--- src/rtl/cop_gate_pkg.sv ---
package cop_gate_pkg;

  localparam int REG_W       = 32;
  localparam int NUM_CHECKED = 14;
  localparam int FIELD_W     = 2;
  localparam int COP_NUM_W   = 4;
  localparam int COP_LSB     = 8;
  localparam int COP_SPACE   = 1 << COP_NUM_W;

  typedef enum logic [FIELD_W-1:0] {
    PERM_NONE = 2'd0,
    PERM_PRIV = 2'd1,
    PERM_RSVD = 2'd2,
    PERM_ALL  = 2'd3
  } perm_code_t;

  // Bit mask of the access register covering the fields of implemented coprocessors
  function automatic logic [REG_W-1:0] field_mask(input logic [NUM_CHECKED-1:0] impl);
    logic [REG_W-1:0] m;
    m = '0;
    for (int i = 0; i < NUM_CHECKED; i++) begin
      if (impl[i]) m[FIELD_W*i +: FIELD_W] = '1;
    end
    return m;
  endfunction

  // Whether one permission code lets an instruction through at the given level
  function automatic logic perm_allows(input perm_code_t code, input logic user);
    logic ok;
    unique case (code)
      PERM_ALL:  ok = 1'b1;
      PERM_PRIV: ok = !user;
      default:   ok = 1'b0;
    endcase
    return ok;
  endfunction

endpackage

--- src/rtl/cop_perm_regs.sv ---
module cop_perm_regs
  import cop_gate_pkg::*;
#(
  parameter logic [REG_W-1:0] ACC_MASK = '0
) (
  input  logic                   clk,
  input  logic                   rst_n,
  input  logic                   wr_en,
  input  logic                   wr_sel,
  input  logic [REG_W-1:0]       wr_data,
  output logic [REG_W-1:0]       acc_q,
  output logic [NUM_CHECKED-1:0] leg_q
);

  logic acc_wr;
  logic leg_wr;

  assign acc_wr = wr_en && !wr_sel;
  assign leg_wr = wr_en &&  wr_sel;

  always_ff @(posedge clk or negedge rst_n) begin
    if (!rst_n) begin
      acc_q <= '0;
    end else if (acc_wr) begin
      acc_q <= wr_data & ACC_MASK;
    end
  end

  always_ff @(posedge clk or negedge rst_n) begin
    if (!rst_n) begin
      leg_q <= '0;
    end else if (leg_wr) begin
      leg_q <= wr_data[NUM_CHECKED-1:0];
    end
  end

endmodule

--- src/rtl/cop_field_check.sv ---
module cop_field_check
  import cop_gate_pkg::*;
(
  input  logic [REG_W-1:0]       acc_q,
  input  logic                   user_mode,
  output logic [NUM_CHECKED-1:0] field_ok
);

  for (genvar i = 0; i < NUM_CHECKED; i++) begin : g_field
    perm_code_t code;
    assign code        = perm_code_t'(acc_q[FIELD_W*i +: FIELD_W]);
    assign field_ok[i] = perm_allows(code, user_mode);
  end

  logic unused_acc_top;
  assign unused_acc_top = ^acc_q[REG_W-1:FIELD_W*NUM_CHECKED];

endmodule

--- src/rtl/cop_verdict_mux.sv ---
module cop_verdict_mux
  import cop_gate_pkg::*;
(
  input  logic [COP_NUM_W-1:0]   cop_num,
  input  logic                   legacy_mode,
  input  logic [NUM_CHECKED-1:0] field_ok,
  input  logic [NUM_CHECKED-1:0] leg_q,
  output logic                   checked,
  output logic                   grant
);

  localparam int PAD_W = COP_SPACE - NUM_CHECKED;

  logic [COP_SPACE-1:0] ok_norm;
  logic [COP_SPACE-1:0] ok_leg;

  // Numbers above the checked range are padded with ones: always let through
  assign ok_norm = {{PAD_W{1'b1}}, field_ok};
  assign ok_leg  = {{PAD_W{1'b1}}, leg_q};

  assign checked = (int'(cop_num) < NUM_CHECKED);
  assign grant   = legacy_mode ? ok_leg[cop_num] : ok_norm[cop_num];

endmodule

--- src/rtl/cop_access_gate.sv ---
module cop_access_gate
  import cop_gate_pkg::*;
#(
  parameter bit HAS_FPU = 1'b1
) (
  input  logic             clk,
  input  logic             rst_n,
  input  logic             wr_en,
  input  logic             wr_sel,
  input  logic [REG_W-1:0] wr_data,
  input  logic             rd_sel,
  output logic [REG_W-1:0] rd_data,
  input  logic             legacy_mode,
  input  logic             user_mode,
  input  logic [REG_W-1:0] insn,
  output logic             grant
);

  localparam logic [NUM_CHECKED-1:0] IMPL_COPS = HAS_FPU ? 14'h0C00 : 14'h0000;
  localparam logic [REG_W-1:0]       ACC_MASK  = field_mask(IMPL_COPS);

  logic [REG_W-1:0]       acc_q;
  logic [NUM_CHECKED-1:0] leg_q;
  logic [NUM_CHECKED-1:0] field_ok;
  logic [COP_NUM_W-1:0]   cop_num;
  logic                   checked;
  logic [REG_W-1:0]       acc_wmask;

  assign acc_wmask = ACC_MASK;
  assign cop_num   = insn[COP_LSB +: COP_NUM_W];

  logic unused_insn_bits;
  assign unused_insn_bits = ^{insn[REG_W-1:COP_LSB+COP_NUM_W], insn[COP_LSB-1:0]};

  cop_perm_regs #(.ACC_MASK(ACC_MASK)) u_regs (
    .clk     (clk),
    .rst_n   (rst_n),
    .wr_en   (wr_en),
    .wr_sel  (wr_sel),
    .wr_data (wr_data),
    .acc_q   (acc_q),
    .leg_q   (leg_q)
  );

  cop_field_check u_fields (
    .acc_q     (acc_q),
    .user_mode (user_mode),
    .field_ok  (field_ok)
  );

  cop_verdict_mux u_mux (
    .cop_num     (cop_num),
    .legacy_mode (legacy_mode),
    .field_ok    (field_ok),
    .leg_q       (leg_q),
    .checked     (checked),
    .grant       (grant)
  );

  assign rd_data = rd_sel ? {{(REG_W-NUM_CHECKED){1'b0}}, leg_q} : acc_q;

endmodule

--- config.mk ---
export PLATFORM = sky130hd
export DESIGN_NAME = cop_access_gate
export DESIGN_NICKNAME = d
export VERILOG_FILES = /design/src/rtl/cop_gate_pkg.sv /design/src/rtl/cop_perm_regs.sv /design/src/rtl/cop_field_check.sv /design/src/rtl/cop_verdict_mux.sv /design/src/rtl/cop_access_gate.sv
export SDC_FILE = /design/constraint.sdc
export NUM_CORES = 1
export LEC_CHECK = 0
export BUFFER_PORTS_ARGS = -buffer_cell sky130_fd_sc_hd__buf_2
export CAP_MARGIN = 10
export CORE_MARGIN = 5
export CORE_UTILIZATION = 36
export DETAILED_ROUTE_END_ITERATION = 10
export GPL_TIMING_DRIVEN = 0
export PLACE_DENSITY_LB_ADDON = 0.15
export SYNTH_ARGS = -nofsm -noshare
export SYNTH_HDL_FRONTEND = slang
export SYNTH_SLANG_ARGS = --single-unit
--- constraint.sdc ---
create_clock -name clk -period 1.85 [get_ports clk]
set_clock_uncertainty 0.15 [all_clocks]
set_input_delay 0.185 -clock clk [delete_from_list [all_inputs] [get_ports clk]]
set_output_delay 0.185 -clock clk [all_outputs]
set_load 0.02 [all_outputs]
==> results.json, run 1 <==
{
  "htreeDepth": 1,
  "hold_depth": 3,
  "row_count": 19,
  "numPlacedInstances": 181,
  "areaGrowthSynthToFinish_pct": 56.1,
  "grt_pass1_wl_mm": 4.28,
  "period_needed_ps": 1940,
  "r2r-end": "u_regs.leg_q[3]",
  "vias": 958,
  "yosys_warnings": 0,
  "cts_root_buf": "clkbuf_4",
  "port_buffers": 47,
  "cts_buffers": 3,
  "pre_cts_ws_ps": 184,
  "synth_top_area_share_pct": 42.0,
  "worstPathRequired_ps": 1510,
  "post_synth_num_cell_types": 20,
  "path_clk_slew_ps": 100,
  "syn_area_sq_um": 1070,
  "cts_tree": "yes",
  "vias_per_cell": 4.54,
  "pwr-share-comb_pct": 36.0,
  "clockPowerShare_pct": 21.1,
  "ant_nets": 0,
  "arrival_ps": 1600,
  "hold_ws_ps": 170,
  "worstSkewPairLatency_ps": 290,
  "yosysMostFrequentCell": "mux2_2",
  "clock_path_buffers": 2,
  "synth_cells": 90,
  "async_flop_share_pct": 100,
  "fin_tns_setup_ps": -89.9,
  "drtPass1Iterations": 4,
  "drc": 0,
  "drive_gt1_share_pct": 53.9,
  "fp.dieW_microns": 64.6,
  "regArea_sq_um": 450,
  "diodes": 0,
  "cap_viol_max_count": 0,
  "p_leak_nw": 0.855,
  "grt_overflow_total": 0,
  "final_nets": 252,
  "cts_resized": 0,
  "gp_congestion": 0.795,
  "initial_core_util_pct": 38.2,
  "hold_path_end": "u_regs.acc_q[23]",
  "post-dp-hpwl_mm": 2.04,
  "drtIter0Drc": 15,
  "multi_input_area_sq_um": 557,
  "switching_share_pct": 30.3,
  "p_per_area_nw_per_um2": 681,
  "fin_util_pct": 59.7,
  "endpoint_kind": "output pin",
  "postRouteWirelength_mm": 2.75,
  "die_h_microns": 64.6,
  "coreArea_sq_um": 2810,
  "ir_drop_uv": 438,
  "finalPower_mw": 1.14,
  "violations": "setup timing",
  "antenna_found_initial": 0,
  "startpoint_type": "register",
  "drv_slew": 0,
  "ys_seq_elements": 18,
  "clkSinkCount": 18,
  "synth_flop_cell": "dfrtp_1",
  "cp_max_fo": 2,
  "finalNonFillerCells": 211,
  "final_area_sq_um": 1670,
  "dieArea_sq_um": 4170,
  "synth.area.top_cells": "dfrtp_1, mux2_2, buf_4, and2_1, mux4_2",
  "path_class": "reg -> out",
  "setup_violations": 1,
  "switchingPower_mw": 0.345,
  "sequentialPowerShare_pct": 42.9,
  "yosys.area.top_type": "dfrtp_1",
  "finalHoldViolations": 0,
  "synth_common_cells": "mux2_2, dfrtp_1, and2_1, buf_4, nor2b_1",
  "detailed_place.area_sq_um": 1400,
  "ios": 104,
  "hold_path_startpoint": "wr_sel",
  "p_int_mw": 0.795,
  "first_global_vias": 966,
  "timing.rr.start": "u_regs.leg_q[3]",
  "outcome": "finished with violations",
  "synth_edf_count": 0,
  "avgSynthCellArea_sq_um": 11.9,
  "rr_worst_depth": 3,
  "period_share_pct": 105,
  "rsz0062_at_grt": "yes",
  "hold_path_class": "in -> reg",
  "wl_per_cell_microns": 13.0,
  "synth-seq-area-share_pct": 42.0,
  "grt_util_all_layers_pct": 13.0,
  "fmax_mhz": 515,
  "grt_max_degree": 19,
  "worst_slack_ps": -89.9,
  "rrSetupSlack_ps": 700,
  "num-fill-cells": 244
}
[how the worst max path moves through the flow]
stage | startpoint | end | cells past startpoint
after floorplan | u_regs.acc_q[22] | grant | 3
after global placement | insn[8] | grant | 5
after detailed placement | insn[8] | grant | 5
final | u_regs.leg_q[3] | grant | 4
after CTS | u_regs.leg_q[0] | grant | 4
after global routing | u_regs.leg_q[3] | grant | 4
[state kept, by name (all words and copies together) (netlist names)]
register,cells
u_regs.acc_q,4
u_regs.leg_q,14
[power groups by stage]
stage               clock (mW)  combinational [mW]  sequential (mW)
global placement             0               0.339            0.494
detailed placement           0               0.343            0.501
floorplan                    0               0.242            0.484
finish                   0.241               0.410            0.489
global route             0.261               0.443            0.499
CTS                      0.251               0.396            0.489
[critical path: stages, from the launching register on]
cell and delay, ps:
dfrtp_1 390, mux4_2 490, a22oi_2 180, o31ai_1 90
buf_2 160
[layout make-up]
class                      instances  area share [%]
tap                               31            2.32
clock buffer                       4            2.17
multi-input combinational         69            33.3
sequential                        18            26.9
buffer                            16            6.80
timing repair buffer              73            28.5
[cells in the final DEF, fill, tap and decap left out, drive strengths merged, types with 3 or more instances in the layout]
cell,synthesis,layout
dfrtp,18,18
conb,1,14
mux2,19,19
nor2b,7,7
and2,14,14
mux4,3,3
dlygate4sd3,0,19
clkbuf,1,5
buf,15,69
[kinds of logic after synthesis]
kind of cell    count (synthesis)  share of synthesized area, %
buf+inv                        16                          10.6
mux                            22                          26.6
compound gates                  4                          3.73
other cells                     1                         0.350
simple gates                   29                          16.7
flops                          18                          42.0
[per-layer routing]
| metal | global-route usage [%] | share of wire, % | up-vias | wire [microns] |
|---|---|---|---|---|
| met2 | 24.0 | 53 | 37 | 1460 |
| met5 | 0 | 0 | - | 0 |
| met3 | 3.97 | 6.9 | 2 | 189 |
| met1 | 14.6 | 39 | 455 | 1090 |
| li1 | - | - | 464 | - |
| met4 | 3.17 | 0.69 | 0 | 19 |
[repair_timing]
| action | CTS | global route |
|---|---|---|
| endpoints found under the hold margin | 36 | 0 |
| buffers inserted | 4 | 3 |
| setup endpoints to repair | 1 | 1 |
| hold buffers | 19 | 0 |
(Power assumes the default switching activity.)
==> run 2, diff against run 1 <==
- CTS_BUF_LIST: not set -> sky130_fd_sc_hd__clkbuf_16
- PLACE_DENSITY_LB_ADDON: 0.15 -> 0.05
==> run 2 against run 1 <==
Compared with the run above: the flow still finishes with violations (setup timing); utilization fell by 5.9 points; largest power group unchanged; hold slack got worse by 150 ps; die area did not move; sequential power barely moved; via count fell by 12%; sequential cell count did not move; wire length fell by 8.9%; highest routed layer unchanged; critical endpoint unchanged; critical path depth did not move.
==> results.json, run 2 (synthesis gave the netlist of run 1 again) <==
{
  "ir_drop_uv": 489,
  "hold_ws_ps": 18.0,
  "cp_max_fo": 3,
  "grt_pass1_wl_mm": 4.11,
  "wl_per_cell_microns": 13.3,
  "violations": "setup timing",
  "p_leak_nw": 0.778,
  "final_common_cell": "buf_2",
  "drive_gt1_share_pct": 59.2,
  "drc": 0,
  "largestRegisters": "u_regs.leg_q (14), u_regs.acc_q (4)",
  "coreArea_sq_um": 2810,
  "areaGrowthSynthToFinish_pct": 40.6,
  "path_class": "reg -> out",
  "largest_register": "u_regs.leg_q",
  "grt_max_degree": 19,
  "initial_core_util_pct": 38.2,
  "endpoint_kind": "output pin",
  "outcome": "finished with violations",
  "cts_buffers": 3,
  "postRouteWirelength_mm": 2.51,
  "period_needed_ps": 1890,
  "path_cells": "mux4_2, a22oi_2, o31ai_2, buf_2",
  "clkSinkCount": 18,
  "critical_path.top_delay_family": "multiplexers",
  "grt_util_all_layers_pct": 12.9,
  "final_cell_mix": "buf_2, mux2_2, dfrtp_1",
  "ant_nets": 0,
  "dieArea_sq_um": 4170,
  "drtPass1Iterations": 3,
  "drv_slew": 0,
  "vias_per_cell": 4.47,
  "path_buf_inv": 1,
  "clock_path_buffers": 2,
  "slowest_delay_ps": 480,
  "finalPower_mw": 1.27,
  "cap_viol_max_count": 0,
  "htreeDepth": 1,
  "port_buffers": 47,
  "rsz0062_at_grt": "yes",
  "fp.dieW_microns": 64.6,
  "die_h_microns": 64.6,
  "ios": 104,
  "final_nets": 230,
  "finalHoldViolations": 0,
  "slowest_stage": "mux4_2",
  "gp_congestion": 0.764,
  "hold_path_class": "in -> reg",
  "first_global_vias": 856,
  "startpoint_type": "register",
  "worstSkewPairLatency_ps": 240,
  "period_share_pct": 102,
  "p_per_area_nw_per_um2": 841,
  "setup_violations": 1,
  "path_clk_slew_ps": 50,
  "cts_root_buf": "clkbuf_16",
  "vias": 841,
  "largest_reg_flops": 14,
  "drtIter0Drc": 10,
  "diodes": 0,
  "fin_util_pct": 53.7,
  "worstPathRequired_ps": 1510,
  "fmax_mhz": 529,
  "pre_cts_ws_ps": 161,
  "num-fill-cells": 274,
  "grt_overflow_total": 0,
  "antenna_found_initial": 0,
  "row_count": 19,
  "worst_slack_ps": -41.8,
  "arrival_ps": 1560,
  "cts_tree": "yes",
  "rrSetupSlack_ps": 810
}
run 2: changes by cell type in the layout (fill, tap and decap cells not counted), sizes merged:
cell         before  now
clkbuf            5    4
dlygate4sd3      19    1
buf              69   65
run 2: metal layers:
layer  up-vias  global-route usage [%]  share of wire (%)
met5         -                       0                  0
met4         0                    5.54                1.6
met3         5                    4.15                9.9
met2        39                    21.4                 47
met1       379                    15.4                 41
li1        418                       -                  -
run 2: timing repair:
action | CTS | global route
pin swaps | 0 | 0
hold buffers | 1 | 0
setup endpoints to repair | 1 | 1
resized for setup | 0 | 1
endpoints found under the hold margin | 18 | 0
buffers inserted | 2 | 1
run 2: cell type report:
class                      count  area, sq um  share of cell area, %
buffer                        16          114                   7.55
clock buffer                   3         75.1                   4.98
multi-input combinational     69          562                   37.3
sequential                    18          450                   29.9
tap                           31         38.8                   2.57
timing repair buffer          51          268                   17.8
run 2: power by group:
group	switching, mW	internal, mW	total (mW)	leakage, nW
registers	0.0372	0.453	0.491	0.211
logic	0.176	0.185	0.361	0.530
clock network	0.133	0.284	0.416	0.0370
total	0.346	0.922	1.27	0.778
run 2: final timing paths:
path                                 startpoint          endpoint  cells after the start
worst min-delay path                 wr_data[0]   u_regs.leg_q[0]                      2
worst min register to register  u_regs.leg_q[9]   u_regs.leg_q[9]                      1
worst max-delay path            u_regs.leg_q[3]             grant                      4
worst max register to register  u_regs.leg_q[5]   u_regs.leg_q[5]                      2
max in group asynchronous                 rst_n  u_regs.leg_q[13]                      2
min in group asynchronous                 rst_n   u_regs.leg_q[0]                      2
run 2: through the flow:
stage / setup TNS, ps / cells / cell area [sq um]
2_1_floorplan: 0 / 103 / 1120
3_3_place_gp: 0 / 181 / 1400
3_5_place_dp: 0 / 181 / 1400
4_1_cts: -44.4 / 187 / 1500
5_1_grt: -77.9 / 188 / 1510
6_report: -41.8 / 188 / 1510
==> run 3, diff against run 2 <==
--- a/config.mk
+++ b/config.mk
@@ -13,3 +13,2 @@
 export DETAILED_ROUTE_END_ITERATION = 10
-export GPL_TIMING_DRIVEN = 0
 export PLACE_DENSITY_LB_ADDON = 0.05
==> constraint.sdc (replaced) <==
create_clock -name clk -period 1.85 [get_ports clk]
set_clock_uncertainty 0.15 [all_clocks]
set_input_delay 0.0925 -clock clk [delete_from_list [all_inputs] [get_ports clk]]
set_output_delay 0.0925 -clock clk [all_outputs]
set_load 0.02 [all_outputs]
==> run 3 against run 2 <==
Compared with the run above: the run now ends clean; register-to-register slack about the same; critical endpoint unchanged; largest power group unchanged; wire length decreased by 2.6%; largest cell class unchanged; clock power increased by 2%.
==> results.json, run 3 (synthesis gave the netlist of run 1 again) <==
{
  "fp.dieW_microns": 64.6,
  "final_cell_mix": "buf_2, mux2_2, dlygate4sd3_1",
  "worstSkewPairLatency_ps": 240,
  "outcome": "complete, no violations",
  "fmax_mhz": 562,
  "period_share_pct": 96.2,
  "rrSetupSlack_ps": 810,
  "row_count": 19,
  "fin_tns_setup_ps": 0,
  "setup_violations": 0,
  "slowest_stage": "mux4_2",
  "drc": 0,
  "startpoint_type": "register",
  "drtIter0Drc": 6,
  "grt_overflow_total": 0,
  "period_needed_ps": 1780,
  "vias_per_cell": 4.52,
  "num-fill-cells": 262,
  "die_h_microns": 64.6,
  "multi_input_area_sq_um": 557,
  "ios": 104,
  "first_global_vias": 867,
  "pre_cts_ws_ps": 319,
  "htreeDepth": 1,
  "finalHoldViolations": 0,
  "largest_reg_flops": 14,
  "post-dp-hpwl_mm": 1.83,
  "cts_resized": 0,
  "rsz0062_at_grt": "no",
  "p_leak_nw": 0.763,
  "ant_nets": 0,
  "diodes": 0,
  "cp_max_fo": 3,
  "path_clk_slew_ps": 50,
  "vias": 855,
  "cts_tree": "yes",
  "p_per_area_nw_per_um2": 811,
  "largest_register": "u_regs.leg_q",
  "slowest_delay_ps": 480,
  "cts_root_buf": "clkbuf_16",
  "path_class": "reg -> out",
  "cap_viol_max_count": 0,
  "worst_slack_ps": 69.4,
  "gp_congestion": 0.727,
  "areaGrowthSynthToFinish_pct": 45.3,
  "regArea_sq_um": 450,
  "grt_max_degree": 19,
  "tightestPinTransition_ps": 551,
  "wl_per_cell_microns": 12.9,
  "hold_path_class": "in -> reg",
  "dieArea_sq_um": 4170,
  "antenna_found_initial": 0,
  "initial_core_util_pct": 38.2,
  "grt_util_all_layers_pct": 12.2,
  "clkSinkCount": 18,
  "drtPass1Iterations": 2,
  "cts_buffers": 3,
  "slew-limit-headroom_pct": 63.2,
  "endpoint_kind": "output pin",
  "worstPathRequired_ps": 1610,
  "largestRegisters": "u_regs.leg_q (14), u_regs.acc_q (4)",
  "final_common_cell": "buf_2",
  "drive_gt1_share_pct": 47.5,
  "clock_path_buffers": 2,
  "postRouteWirelength_mm": 2.44,
  "grt_pass1_wl_mm": 4.03,
  "path_cells": "mux4_2, a22oi_2, o31ai_1, buf_2",
  "final_nets": 230,
  "drv_slew": 0,
  "ir_drop_uv": 490,
  "arrival_ps": 1540,
  "coreArea_sq_um": 2810,
  "port_buffers": 47
}
==> run 3: layer usage <==
metal | vias up | global-route usage, % | routed length [microns]
li1 | 418 | - | -
met1 | 399 | 15.4 | 1020
met2 | 36 | 20.5 | 1200
met3 | 2 | 3.11 | 202
met4 | 0 | 3.96 | 17
met5 | - | 0 | 0
==> run 3: area by class of cell <==
type,count,area share [%]
Timing Repair Buffer,67,27.8
Clock inverter,1,0.241
Multi-Input combinational cell,69,35.7
Tap cell,31,2.49
Clock buffer,3,4.82
Sequential cell,18,28.9
==> run 3: power breakdown <==
group          total, mW  internal, mW  switching, mW
combinational      0.350         0.180          0.170
sequential         0.491         0.453         0.0375
clock              0.423         0.287          0.136
total               1.26         0.920          0.344
==> run 3: worst max-delay path, delay by kind of cell (launching register included) <==
kind	cells	cell delay (ps)
flops	1	380
mux	1	480
compound gates	2	260
buf+inv	1	170
==> run 3: per-stage QoR <==
stage / util [%] / instance area [sq um] / power, mW / hold slack (ps) / std cells
finish: 55.5 / 1560 / 1.26 / 143 / 189
global route: 55.5 / 1560 / 1.34 / 162 / 189
CTS: 55.3 / 1550 / 1.28 / 145 / 188
detailed placement: 45.7 / 1280 / 0.817 / -97.8 / 165
global placement: 45.7 / 1280 / 0.811 / -102 / 165
floorplan: - / 1120 / 0.726 / -353 / 103
==> run 3: final timing paths <==
check / startpoint / endpoint / depth (start not counted)
min in group asynchronous: rst_n / u_regs.acc_q[20] / 2
min reg2reg: u_regs.leg_q[9] / u_regs.leg_q[9] / 1
max reg2reg: u_regs.leg_q[7] / u_regs.leg_q[7] / 2
min: wr_sel / u_regs.acc_q[21] / 3
max in group asynchronous: rst_n / u_regs.acc_q[23] / 2
max: u_regs.leg_q[3] / grant / 4
==> run 3: repair_timing <==
item | 4_1_cts | 5_1_grt
endpoints found under the setup margin | 0 | 1
hold buffers | 19 | 0
buffers inserted | 0 | 1
hold endpoints to repair | 36 | 0
